## config.mk

```make
export PLATFORM = sky130hd
export DESIGN_NAME = trig2stage
export DESIGN_NICKNAME = d
export VERILOG_FILES = /design/src/rtl/trig2stage.sv
export SDC_FILE = /design/constraint.sdc
export NUM_CORES = 1
export LEC_CHECK = 0
export BUFFER_PORTS_ARGS = -buffer_cell sky130_fd_sc_hd__buf_2
export CORE_MARGIN = 2
export CORE_UTILIZATION = 45
export DETAILED_ROUTE_END_ITERATION = 10
export GPL_TIMING_DRIVEN = 1
export RECOVER_POWER = 100
export SLEW_MARGIN = 20
export SYNTH_ARGS = -nofsm -noshare
export SYNTH_HDL_FRONTEND = slang
export SYNTH_SLANG_ARGS = --single-unit
export TNS_END_PERCENT = 1
```

## constraint.sdc

```tcl
create_clock -name clk -period 6.04 [get_ports clk]
set_clock_uncertainty 0.2 [all_clocks]
set_input_delay 0.302 -clock clk [delete_from_list [all_inputs] [get_ports clk]]
set_output_delay 0.302 -clock clk [all_outputs]
set_load 0.02 [all_outputs]
```

## src/rtl/trig2stage.sv

```systemverilog
module trig2stage (
  input  logic        clk,
  input  logic        rst_n,
  input  logic        arm,
  input  logic        cfg_we,
  input  logic [15:0] cfg_word,
  input  logic        op_we,
  input  logic [15:0] op_word,
  input  logic        smp_valid,
  input  logic [15:0] smp_data,
  output logic        trig
);
  localparam int RISE = 0;
  localparam int FALL = 1;
  localparam int ANY  = 2;
  localparam int ONE  = 3;
  localparam int ZERO = 4;
  localparam logic [15:0] OP_A    = 16'h1000;
  localparam logic [15:0] OP_B    = 16'h2000;
  localparam logic [15:0] OP_OR   = 16'h3000;
  localparam logic [15:0] OP_AND  = 16'h4000;
  localparam logic [15:0] OP_THEN = 16'h8000;

  logic [1:0][4:0][15:0] msk;
  logic [15:0] op_q, prev;
  logic stb_q, have_prev, a_seen, done;
  logic [1:0] hit;
  logic fire;

  wire        commit = cfg_we & cfg_word[15] & ~stb_q;
  wire        csel   = cfg_word[14];
  wire [5:0]  coff   = cfg_word[13:8];
  wire [2:0]  cidx   = coff[3:1];
  wire [15:0] rise_w = smp_data & ~prev;
  wire [15:0] fall_w = ~smp_data & prev;

  for (genvar s = 0; s < 2; s++) begin : g_stage
    wire [15:0] m_r = msk[s][RISE];
    wire [15:0] m_f = msk[s][FALL];
    wire [15:0] m_a = msk[s][ANY];
    wire [15:0] m_1 = msk[s][ONE];
    wire [15:0] m_0 = msk[s][ZERO];
    wire edge_req = |(m_r | m_f | m_a);
    wire edge_ok  = have_prev & (|((m_r & rise_w) | (m_f & fall_w) | (m_a & (rise_w | fall_w))));
    wire lvl_ok   = (&(~m_1 | smp_data)) & (&(~m_0 | ~smp_data));
    assign hit[s] = smp_valid & lvl_ok & (edge_req ? edge_ok : 1'b1);
  end

  always_comb begin
    case (op_q)
      OP_A:    fire = hit[0];
      OP_B:    fire = hit[1];
      OP_OR:   fire = hit[0] | hit[1];
      OP_AND:  fire = hit[0] & hit[1];
      OP_THEN: fire = a_seen & hit[1];
      default: fire = 1'b0;
    endcase
  end

  always_ff @(posedge clk) begin
    if (!rst_n) begin
      msk       <= '0;
      stb_q     <= 1'b0;
      op_q      <= OP_A;
      prev      <= '0;
      have_prev <= 1'b0;
      a_seen    <= 1'b0;
      done      <= 1'b0;
      trig      <= 1'b0;
    end else begin
      if (cfg_we) stb_q <= cfg_word[15];
      if (commit && coff < 6'd10) begin
        if (coff[0]) msk[csel][cidx][15:8] <= cfg_word[7:0];
        else         msk[csel][cidx][7:0]  <= cfg_word[7:0];
      end
      if (op_we) op_q <= op_word;
      if (arm) begin
        have_prev <= 1'b0;
        a_seen    <= 1'b0;
        done      <= 1'b0;
        trig      <= 1'b0;
      end else begin
        trig <= fire & ~done;
        if (fire) done <= 1'b1;
        if (smp_valid) begin
          prev      <= smp_data;
          have_prev <= 1'b1;
        end
        if (op_q == OP_THEN && hit[0]) a_seen <= 1'b1;
      end
    end
  end

  a_r9_single_pulse: assert property (@(posedge clk) disable iff (!rst_n)
    trig |=> !trig);
  a_r9_hold_after_fire: assert property (@(posedge clk) disable iff (!rst_n)
    (done && !arm) |=> !trig);
  a_r6_no_trig_without_valid: assert property (@(posedge clk) disable iff (!rst_n)
    !smp_valid |=> !trig);
  a_r8_then_needs_flag: assert property (@(posedge clk) disable iff (!rst_n)
    (op_q == OP_THEN && !a_seen) |=> !trig);
  a_r7_bad_code_silent: assert property (@(posedge clk) disable iff (!rst_n)
    (op_q != OP_A && op_q != OP_B && op_q != OP_OR && op_q != OP_AND && op_q != OP_THEN) |=> !trig);
  a_r1_no_commit_without_strobe: assert property (@(posedge clk) disable iff (!rst_n)
    (!cfg_we || !cfg_word[15]) |=> $stable(msk));
endmodule

```

# == Word-level counts from Yosys, hierarchy flattened ==
# Index checks and enable logic that the tools add are counted.
# op_classes
add_sub_neg,0
n_mul,0
n_div,0
order_cmp,5
n_eq_ne,5
n_shift,0
muxes,14
n_bitwise,45
reduce_logical,14
# op_table
cell,count
160-bit bitwise mux,2
16-bit bitwise OR,13
80-bit demux with 1-bit select,2
160-bit 2-to-1 mux,1
80-bit 2-to-1 mux,2
16-bit bitwise AND,8
16-bit demux with 3-bit select,2
16-bit inverter,6
16-bit AND reduction,4
16-bit OR reduction,4
16-bit by 14-bit equality test with 1-bit output (second input constant),2
16-bit by 13-bit equality test with 1-bit output (second input constant),1
16-bit by 15-bit equality test with 1-bit output (second input constant),1
16-bit equality test (second input constant),1
16-bit 2-to-1 mux,1
1-bit bitwise AND,13
8-bit 2-to-1 mux,1
6-bit by 4-bit < comparator with 1-bit output (second input constant),1
1-bit one-hot mux with 5 select lines,1
1-bit logical AND,4
3-bit by 4-bit < comparator with 1-bit output (second input constant),1
1-bit inverter,4
3-bit by 1-bit >= comparator with 1-bit output (second input constant),1
1-bit by 2-bit < comparator with 1-bit output (second input constant),1
5 further kinds,6
# totals
register_bits,197
latchBits,0
mem_bits_rw,0
romBits,0
inputBits,54
output_inout_bits,1
n_memories,0

# == Longest topological paths before layout ==
# Gate-level depths: netlist of the first run.
# logic_depth
depth_word,12
mapped_depth,10

# == Worst setup path after synthesis of the first run ==
# No wires, ideal clock.
# synth_timing
path_type,input to register
start,input port smp_data[5]
end,register done
setup_ns,0.126
arrival_time_ns,2.150
required_ns,5.714
setup_slack_ns,3.564
stages,9
n_path_buf,0
path_cell_list,inv_1 > ha_1 > a22o_1 > a221o_1 > or4_1 > o41a_1 > o21ai_1 > a21o_1 > a31oi_1
# synth_via
elab_chain_cells,11
elab_cells_between_ends,38
# synth_lines
item,line_no,source
from (decl),10,"input logic [15:0] smp_data,"
16-bit inverter,"35, 45",
16-bit bitwise AND,35,wire [15:0] fall_w = ~smp_data & prev;
16-bit bitwise AND / 16-bit bitwise OR (equally long branches),44,wire edge_ok = have_prev & (|((m_r & rise_w) | (m_f & fall_w) | (m_a & (rise_w | fall_w))));
16-bit bitwise OR / 16-bit bitwise AND (equally long branches),44,
16-bit bitwise OR,44,
16-bit OR reduction,44,
1-bit bitwise AND,44,
1-bit 2-to-1 mux,46,assign hit[s] = smp_valid & lvl_ok & (edge_req ? edge_ok : 1'b1);
1-bit bitwise AND,46,
1-bit bitwise AND (tied with other cells),55,OP_THEN: fire = a_seen & hit[1];
1-bit one-hot mux with 5 select lines (*),50,case (op_q)
to (signal assigned),68,done <= 1'b0;
to (signal assigned),80,done <= 1'b0;
to (signal assigned),84,if (fire) done <= 1'b1;
to (decl),26,"logic stb_q, have_prev, a_seen, done;"
# Mark *: on every way between the ends. The rest lies on a longest branch, timed or not.
# A chain may end at the register's enable or synchronous reset.

# == Worst setup path in the final report of the first run ==
# layout_timing
start,input port rst_n
end,register msk (netlist bit g_stage[0].m_1[15])
# layout_lines
item,line_no,source
from (decl),3,"input logic rst_n,"
"to (signal, indexed assignment)",73,if (coff[0]) msk[csel][cidx][15:8] <= cfg_word[7:0];
"to (signal, indexed assignment)",74,else msk[csel][cidx][7:0] <= cfg_word[7:0];
to (decl),24,logic [1:0][4:0][15:0] msk;
# No word-level cell between the ends.

==> results.cfg, run 1 <==
[pwr]
power_switching_share_pct = 24.89
combPwrFrac_pct = 7.5
power.leakage_nw = 4.400
power.sequential.fraction_pct = 48.1
finalPower_mw = 2.744
p_switching_mw = 0.6831
powerDensity_mw_per_mm2 = 254.4
vdd_ir_drop_max_v = 0.0001672
pwr-share-clk_pct = 44.4
intPower_mw = 2.061

[global_route]
overflow = 0
grt_start_max_net_pins = 109
grt_pass1_wl_um = 44600
grt_pass1_vias = 7124
antenna_found_initial = 0
grt_usage_pct = 27.48

[logic_synthesis]
synth_edf_count = 0
syn_inst = 956
synth_cell_type_count = 49
yosys_warnings = 0
syn_nets = 1042
syn_avg_cell_area_um2 = 9.832
yosysSeqAreaShare_pct = 41.96
synth_async_sr_flop_share_pct = 0
synth_seq_cells = 197
synth_ff_type = dfxtp_1
syn-cell-area_mm2 = 0.009399

[layout]
final_nets = 1102
fill_cells = 1914
layout-drive-gt1-share_pct = 9.922
diodes = 0
multi_input_area_mm2 = 0.005079
seqCellArea_mm2 = 0.003944
synthToLayoutAreaGrowth_pct = 14.76

[routing]
via_per_inst = 5.509
dr.pass1.iters = 5
wl_per_cell_um = 22.58
wl_um = 29310
drc = 0
vias = 7151
drt_iter0_markers = 540
postRouteAntennaNets = 0

[worst_setup_path]
arrival_ns = 4.24
required_ns = 6.22
path_class = in2reg
slowest_delay_ns = 2.75
critPathBufInv = 2
start_kind = input pin
crit_path_end_kind = flop
crit_family = buffers and inverters
cp_slowest_cell = clkbuf_1
worst-path-max-fanout = 108
worstPathCellList = clkbuf_1 -> buf_4 -> nor2b_1

[timing]
slew_headroom_pct = -166.4
fmax_ghz = 0.2465
min_period_ns = 4.056
drv_slew = 109
rsz0062_at_grt = no
setup-tns-final_ns = 0
finalSetupViolations = 0
hold_viol_final = 0
tightest_slew_ns = 3.996
timing.final.crit_share_pct = 67.15

[cts]
cts_buffers = 17
cts.sinks = 197
clock_latency_ns = 0.46
cts_tree = done
htreeDepth = 4
cts_max_path_buffers = 2
post_cts_resized = 0
postCtsSetupBuffers = 0
clkTransAtPathRegs_ns = 0.07
ctsHoldBuffers = 35
cts_root_buf = clkbuf_16

[floorplan]
die_w_um = 148.5
fp.dieH_um = 148.5
ioPinCount = 55
initial_core_util_pct = 46.15
rows = 52
coreArea_mm2 = 0.02036
design.die.area_mm2 = 0.02206

[outcome]
violations = max-capacitance violations, max-slew violations
outcome = finished with violations

[run]
drv_cap = 1

[min_path]
hold_path.class = in2reg

[placement]
io_buffers = 54
routabilityCongestion = 1.004
dp.final_hpwl_um = 20880
metrics by stage:
stage                     hold WS (ns)  util (%)  setup slack [ns]  std cells  area (um2)
final                          0.03380     52.97             1.984       1298       10790
after global routing           0.04052     52.97             1.505       1298       10790
after CTS                      0.02616     52.99             3.054       1298       10790
after detailed placement        0.2077     48.22             3.132       1232        9821
after global placement          0.2068     48.22             3.182       1232        9821
after floorplan                 0.1936         -             3.564        956        9399
placed cells by master, fill, tap and decap left out, types with 4 or more instances in the layout:
master         count
dfxtp_1          197
mux2i_1          193
nor2b_1          180
nand2_1           68
buf_2             52
inv_1             46
dlygate4sd3_1     35
ha_1              32
nor4_1            29
a21boi_0          24
a22oi_1           18
clkbuf_16         17
nand3_1           16
nand4_1           11
nand2b_1           8
nor2_2             8
a22o_1             8
nor2_1             7
and2_1             5
a221oi_1           5
o2111ai_1          5
or4_1              4
Yosys cell counts, drive strengths merged (2+ instances only):
| master | count | area, um2 |
|---|---|---|
| a21boi | 24 | 180.2 |
| and3 | 2 | 12.51 |
| inv | 46 | 172.7 |
| a2111oi | 3 | 26.28 |
| clkbuf | 47 | 176.4 |
| nor4 | 31 | 224.0 |
| ha | 32 | 400.4 |
| o21ai | 2 | 13.76 |
| a22o | 8 | 70.07 |
| nor2 | 15 | 76.33 |
| or4 | 4 | 30.03 |
| o221ai | 3 | 26.28 |
| nand2b | 8 | 50.05 |
| a21oi | 3 | 15.01 |
| nand4 | 11 | 68.82 |
| and2 | 5 | 31.28 |
| mux2i | 193 | 1932 |
| a221o | 3 | 30.03 |
| nand3b | 4 | 33.78 |
| a22oi | 18 | 135.1 |
| dfxtp | 197 | 3944 |
| o2111ai | 5 | 43.79 |
| nor2b | 180 | 1126 |
| buf | 3 | 27.52 |
| a221oi | 5 | 43.79 |
| nor3 | 4 | 25.02 |
| a31oi | 2 | 12.51 |
| nand2 | 69 | 261.5 |
| nand3 | 16 | 80.08 |
flip-flops by register name, indices dropped and copies added, names as in the netlist:
register	flops
a_seen	1
done	1
g_stage.m_0	32
g_stage.m_1	32
g_stage.m_a	32
g_stage.m_f	32
g_stage.m_r	32
have_prev	1
op_q	16
prev	16
stb_q	1
trig	1
layout make-up:
type                            count  share of cell area, %
Clock inverter                     14                  1.810
Tap cell                          270                  3.132
Multi-Input combinational cell    663                  47.08
Clock buffer                       17                  3.944
Sequential cell                   197                  36.56
Inverter                           46                  1.601
Timing Repair Buffer               91                  5.869
logic make-up (layout without fill, tap and decap cells):
family | Yosys count | after routing | synth area share [%]
fa+ha+maj | 32 | 32 | 4.260
buf+inv | 96 | 168 | 4.007
flops | 197 | 197 | 41.96
simple gates | 356 | 356 | 22.28
mux | 193 | 193 | 20.55
compound gates | 82 | 82 | 6.936
worst register-to-register path, stage by stage (launching register included):
cell,delay [ns]
dfxtp_1,0.38
inv_1,0.06
ha_1,0.24
and2_1,0.18
a2111oi_0,0.53
nand4_1,0.20
o31a_1,0.38
o2111ai_1,0.20
a21o_1,0.16
a211oi_1,0.07
power groups by stage:
| stage | logic [mW] | clock network (mW) | registers, mW |
|---|---|---|---|
| floorplan | 0.105 | 0 | 1.35 |
| global placement | 0.184 | 0 | 1.35 |
| detailed placement | 0.184 | 0 | 1.35 |
| CTS | 0.202 | 1.24 | 1.32 |
| global route | 0.219 | 1.28 | 1.32 |
| finish | 0.206 | 1.22 | 1.32 |
final timing paths:
check	start	endpoint	slack [ns]	cells past startpoint
worst max-delay path	rst_n	g_stage[0].m_1[15]	1.98	3
worst min-delay path	arm	have_prev	0.03	3
worst max register to register	prev[13]	trig	3.31	9
worst min register to register	done	trig	0.22	1
metal layers:
layer | track usage (%) | vias to the layer above | part of all wire (%) | wire length, um
li1 | - | 3430 | - | -
met1 | 37.95 | 3437 | 47 | 13750
met2 | 43.43 | 228 | 45 | 13240
met3 | 4.816 | 56 | 5.1 | 1491
met4 | 9.667 | 0 | 2.8 | 826
met5 | 0 | - | 0 | 0
No activity file was read; power rests on OpenSTA's default activity.
==> run 2: changes to the inputs <==
==> constraint.sdc (replaced) <==
create_clock -name clk -period 3.85 [get_ports clk]
set_clock_uncertainty 0.2 [all_clocks]
set_input_delay 0.1925 -clock clk [delete_from_list [all_inputs] [get_ports clk]]
set_output_delay 0.1925 -clock clk [all_outputs]
set_load 0.02 [all_outputs]
==> run 2 against run 1 <==
Against the previous run:
- the run still ends with max-capacitance violations, max-slew violations left
- worst hold slack gained 0.034 ns
- worst setup slack worse by 1.3 ns
- final area fell by 0.12%
- count of clock-buffer cells in the layout increased by 2
- first-iteration DRC count fell by 2.4%
- critical endpoint is now g_stage[0].m_1[0]
- largest cell class unchanged
- highest routed layer unchanged
==> results.cfg, run 2 (synthesis results as in run 1) <==
[outcome]
outcome = finished with violations
violations = max-capacitance violations, max-slew violations

[cts]
postCtsSetupBuffers = 0
cts_root_buf = clkbuf_16
cts.sinks = 197
cts_tree = done
htreeDepth = 4
clock_latency_ns = 0.44
clkTransAtPathRegs_ns = 0.07
cts_max_path_buffers = 2
cts_buffers = 17

[placement]
dp.final_hpwl_um = 21320
io_buffers = 54
place_inst = 1234
routabilityCongestion = 1.039

[pwr]
powerDensity_mw_per_mm2 = 397.5
power.leakage_nw = 4.396
vdd_ir_drop_max_v = 0.0002607

[floorplan]
die_w_um = 148.5
coreArea_mm2 = 0.02036
design.die.area_mm2 = 0.02206
fp.dieH_um = 148.5
initial_core_util_pct = 46.15
rows = 52
ioPinCount = 55

[layout]
final_util_pct = 52.91
final_nets = 1106
diodes = 0
instances_no_fill = 1303
fill_cells = 1851
synthToLayoutAreaGrowth_pct = 14.63
final_cell_mix = dfxtp_1, mux2i_1, nor2b_1
layout-drive-gt1-share_pct = 9.197
final_common_cell = dfxtp_1

[routing]
vias = 7201
dr.pass1.iters = 7
via_per_inst = 5.526
drc = 0
wl_per_cell_um = 23.02
wl_um = 29990
drt_iter0_markers = 527
postRouteAntennaNets = 0

[worst_setup_path]
worstPathCellList = dlygate4sd3_1 -> clkbuf_1 -> nand3b_1 -> nor4b_1 -> and2b_1 -> nand2b_1 -> nor2_1 -> mux2i_1 -> nor2b_1
reg2reg_slack_ns = 0.84
required_ns = 3.98
crit_family = simple AND/OR/NAND/NOR gates
critPathBufInv = 2
reg2reg_to = g_stage[0].m_1[0]
slowest_delay_ns = 0.99
reg2reg_from = stb_q
crit_path_end_kind = flop
reg2regPathDepth = 6
path_class = in2reg
start_kind = input pin
cp_slowest_cell = nor2_1
worst-path-max-fanout = 8
arrival_ns = 3.29

[timing]
slew_headroom_pct = -35.00
hold_viol_final = 0
fmax_ghz = 0.3160
finalSetupViolations = 0
min_period_ns = 3.165
setup-tns-final_ns = 0
drv_slew = 109
rsz0062_at_grt = no
tightest_slew_ns = 2.025
timing.final.crit_share_pct = 82.20

[global_route]
antenna_found_initial = 0
grt_usage_pct = 27.88
grt_pass1_vias = 7058
overflow = 0
grt_start_max_net_pins = 90
grt_pass1_wl_um = 45250

[min_path]
hold-path-endpoint = op_q[12]
min_from = op_we
hold_depth = 3
hold_path.class = in2reg

[run]
drv_cap = 2
[run 2: changes by cell type in the layout (fill, tap and decap cells not counted), sizes merged]
cell / previous run / this run
inv: 52 / 49
clkbuf: 19 / 26
buf: 54 / 51
dlygate4sd3: 35 / 37
clkinv: 3 / 5
[run 2: repair_timing]
action / CTS / global route
setup endpoints to repair: 0 / 0
gates resized for setup: 0 / 0
hold buffers: 37 / 0
hold endpoints to repair: 37 / 0
[run 2: worst max-delay path by stage]
stage / cells past startpoint / end / slack, ns / from
6_report: 9 / g_stage[0].m_1[0] / 0.69 / cfg_word[15]
5_1_grt: 9 / g_stage[0].m_1[3] / 0.53 / cfg_word[15]
4_1_cts: 11 / done / 0.97 / smp_data[5]
3_5_place_dp: 10 / done / 1.07 / smp_data[5]
3_3_place_gp: 10 / done / 1.11 / smp_data[5]
2_1_floorplan: 8 / done / 1.41 / prev[5]
[run 2: power breakdown]
part           switching [mW]  leakage [nW]  internal [mW]
sequential             0.0156          1.59           2.06
combinational           0.190          2.51          0.133
clock                   0.835         0.296           1.05
total                    1.04          4.40           3.24
[run 2: layout make-up]
class | count | area, um2 | share of cell area, %
clock buffer | 19 | 442.9 | 4.111
clock inverter | 13 | 173.9 | 1.614
inverter | 46 | 172.7 | 1.603
multi-input combinational | 663 | 5045 | 46.82
sequential | 197 | 3944 | 36.60
tap | 270 | 337.8 | 3.136
timing repair buffer | 95 | 658.1 | 6.108
[run 2: per-layer routing]
layer / part of all wire [%] / vias up / global-route usage [%]
met5: 0 / - / 0
met1: 46 / 3438 / 38.25
li1: - / 3451 / -
met3: 5.7 / 55 / 4.755
met2: 45 / 257 / 44.79
met4: 2.8 / 0 / 9.095
[run 2: stage by stage]
step / worst slack [ns] / cell area, um2 / hold slack [ns] / total power [mW]
floorplan: 1.406 / 9399 / 0.1083 / 2.279
global placement: 1.109 / 9836 / 0.2059 / 2.407
detailed placement: 1.069 / 9836 / 0.2168 / 2.409
CTS: 0.9708 / 10820 / 0.06411 / 4.304
global route: 0.5292 / 10770 / 0.1017 / 4.423
finish: 0.6851 / 10770 / 0.06735 / 4.283
[run 2: tightest hold or removal path, delay by kind of cell]
family / cells / cell delay [ns]
buffers and inverters: 1 / 0.25
multiplexers: 1 / 0.17
AND/OR/NAND/NOR: 1 / 0.06
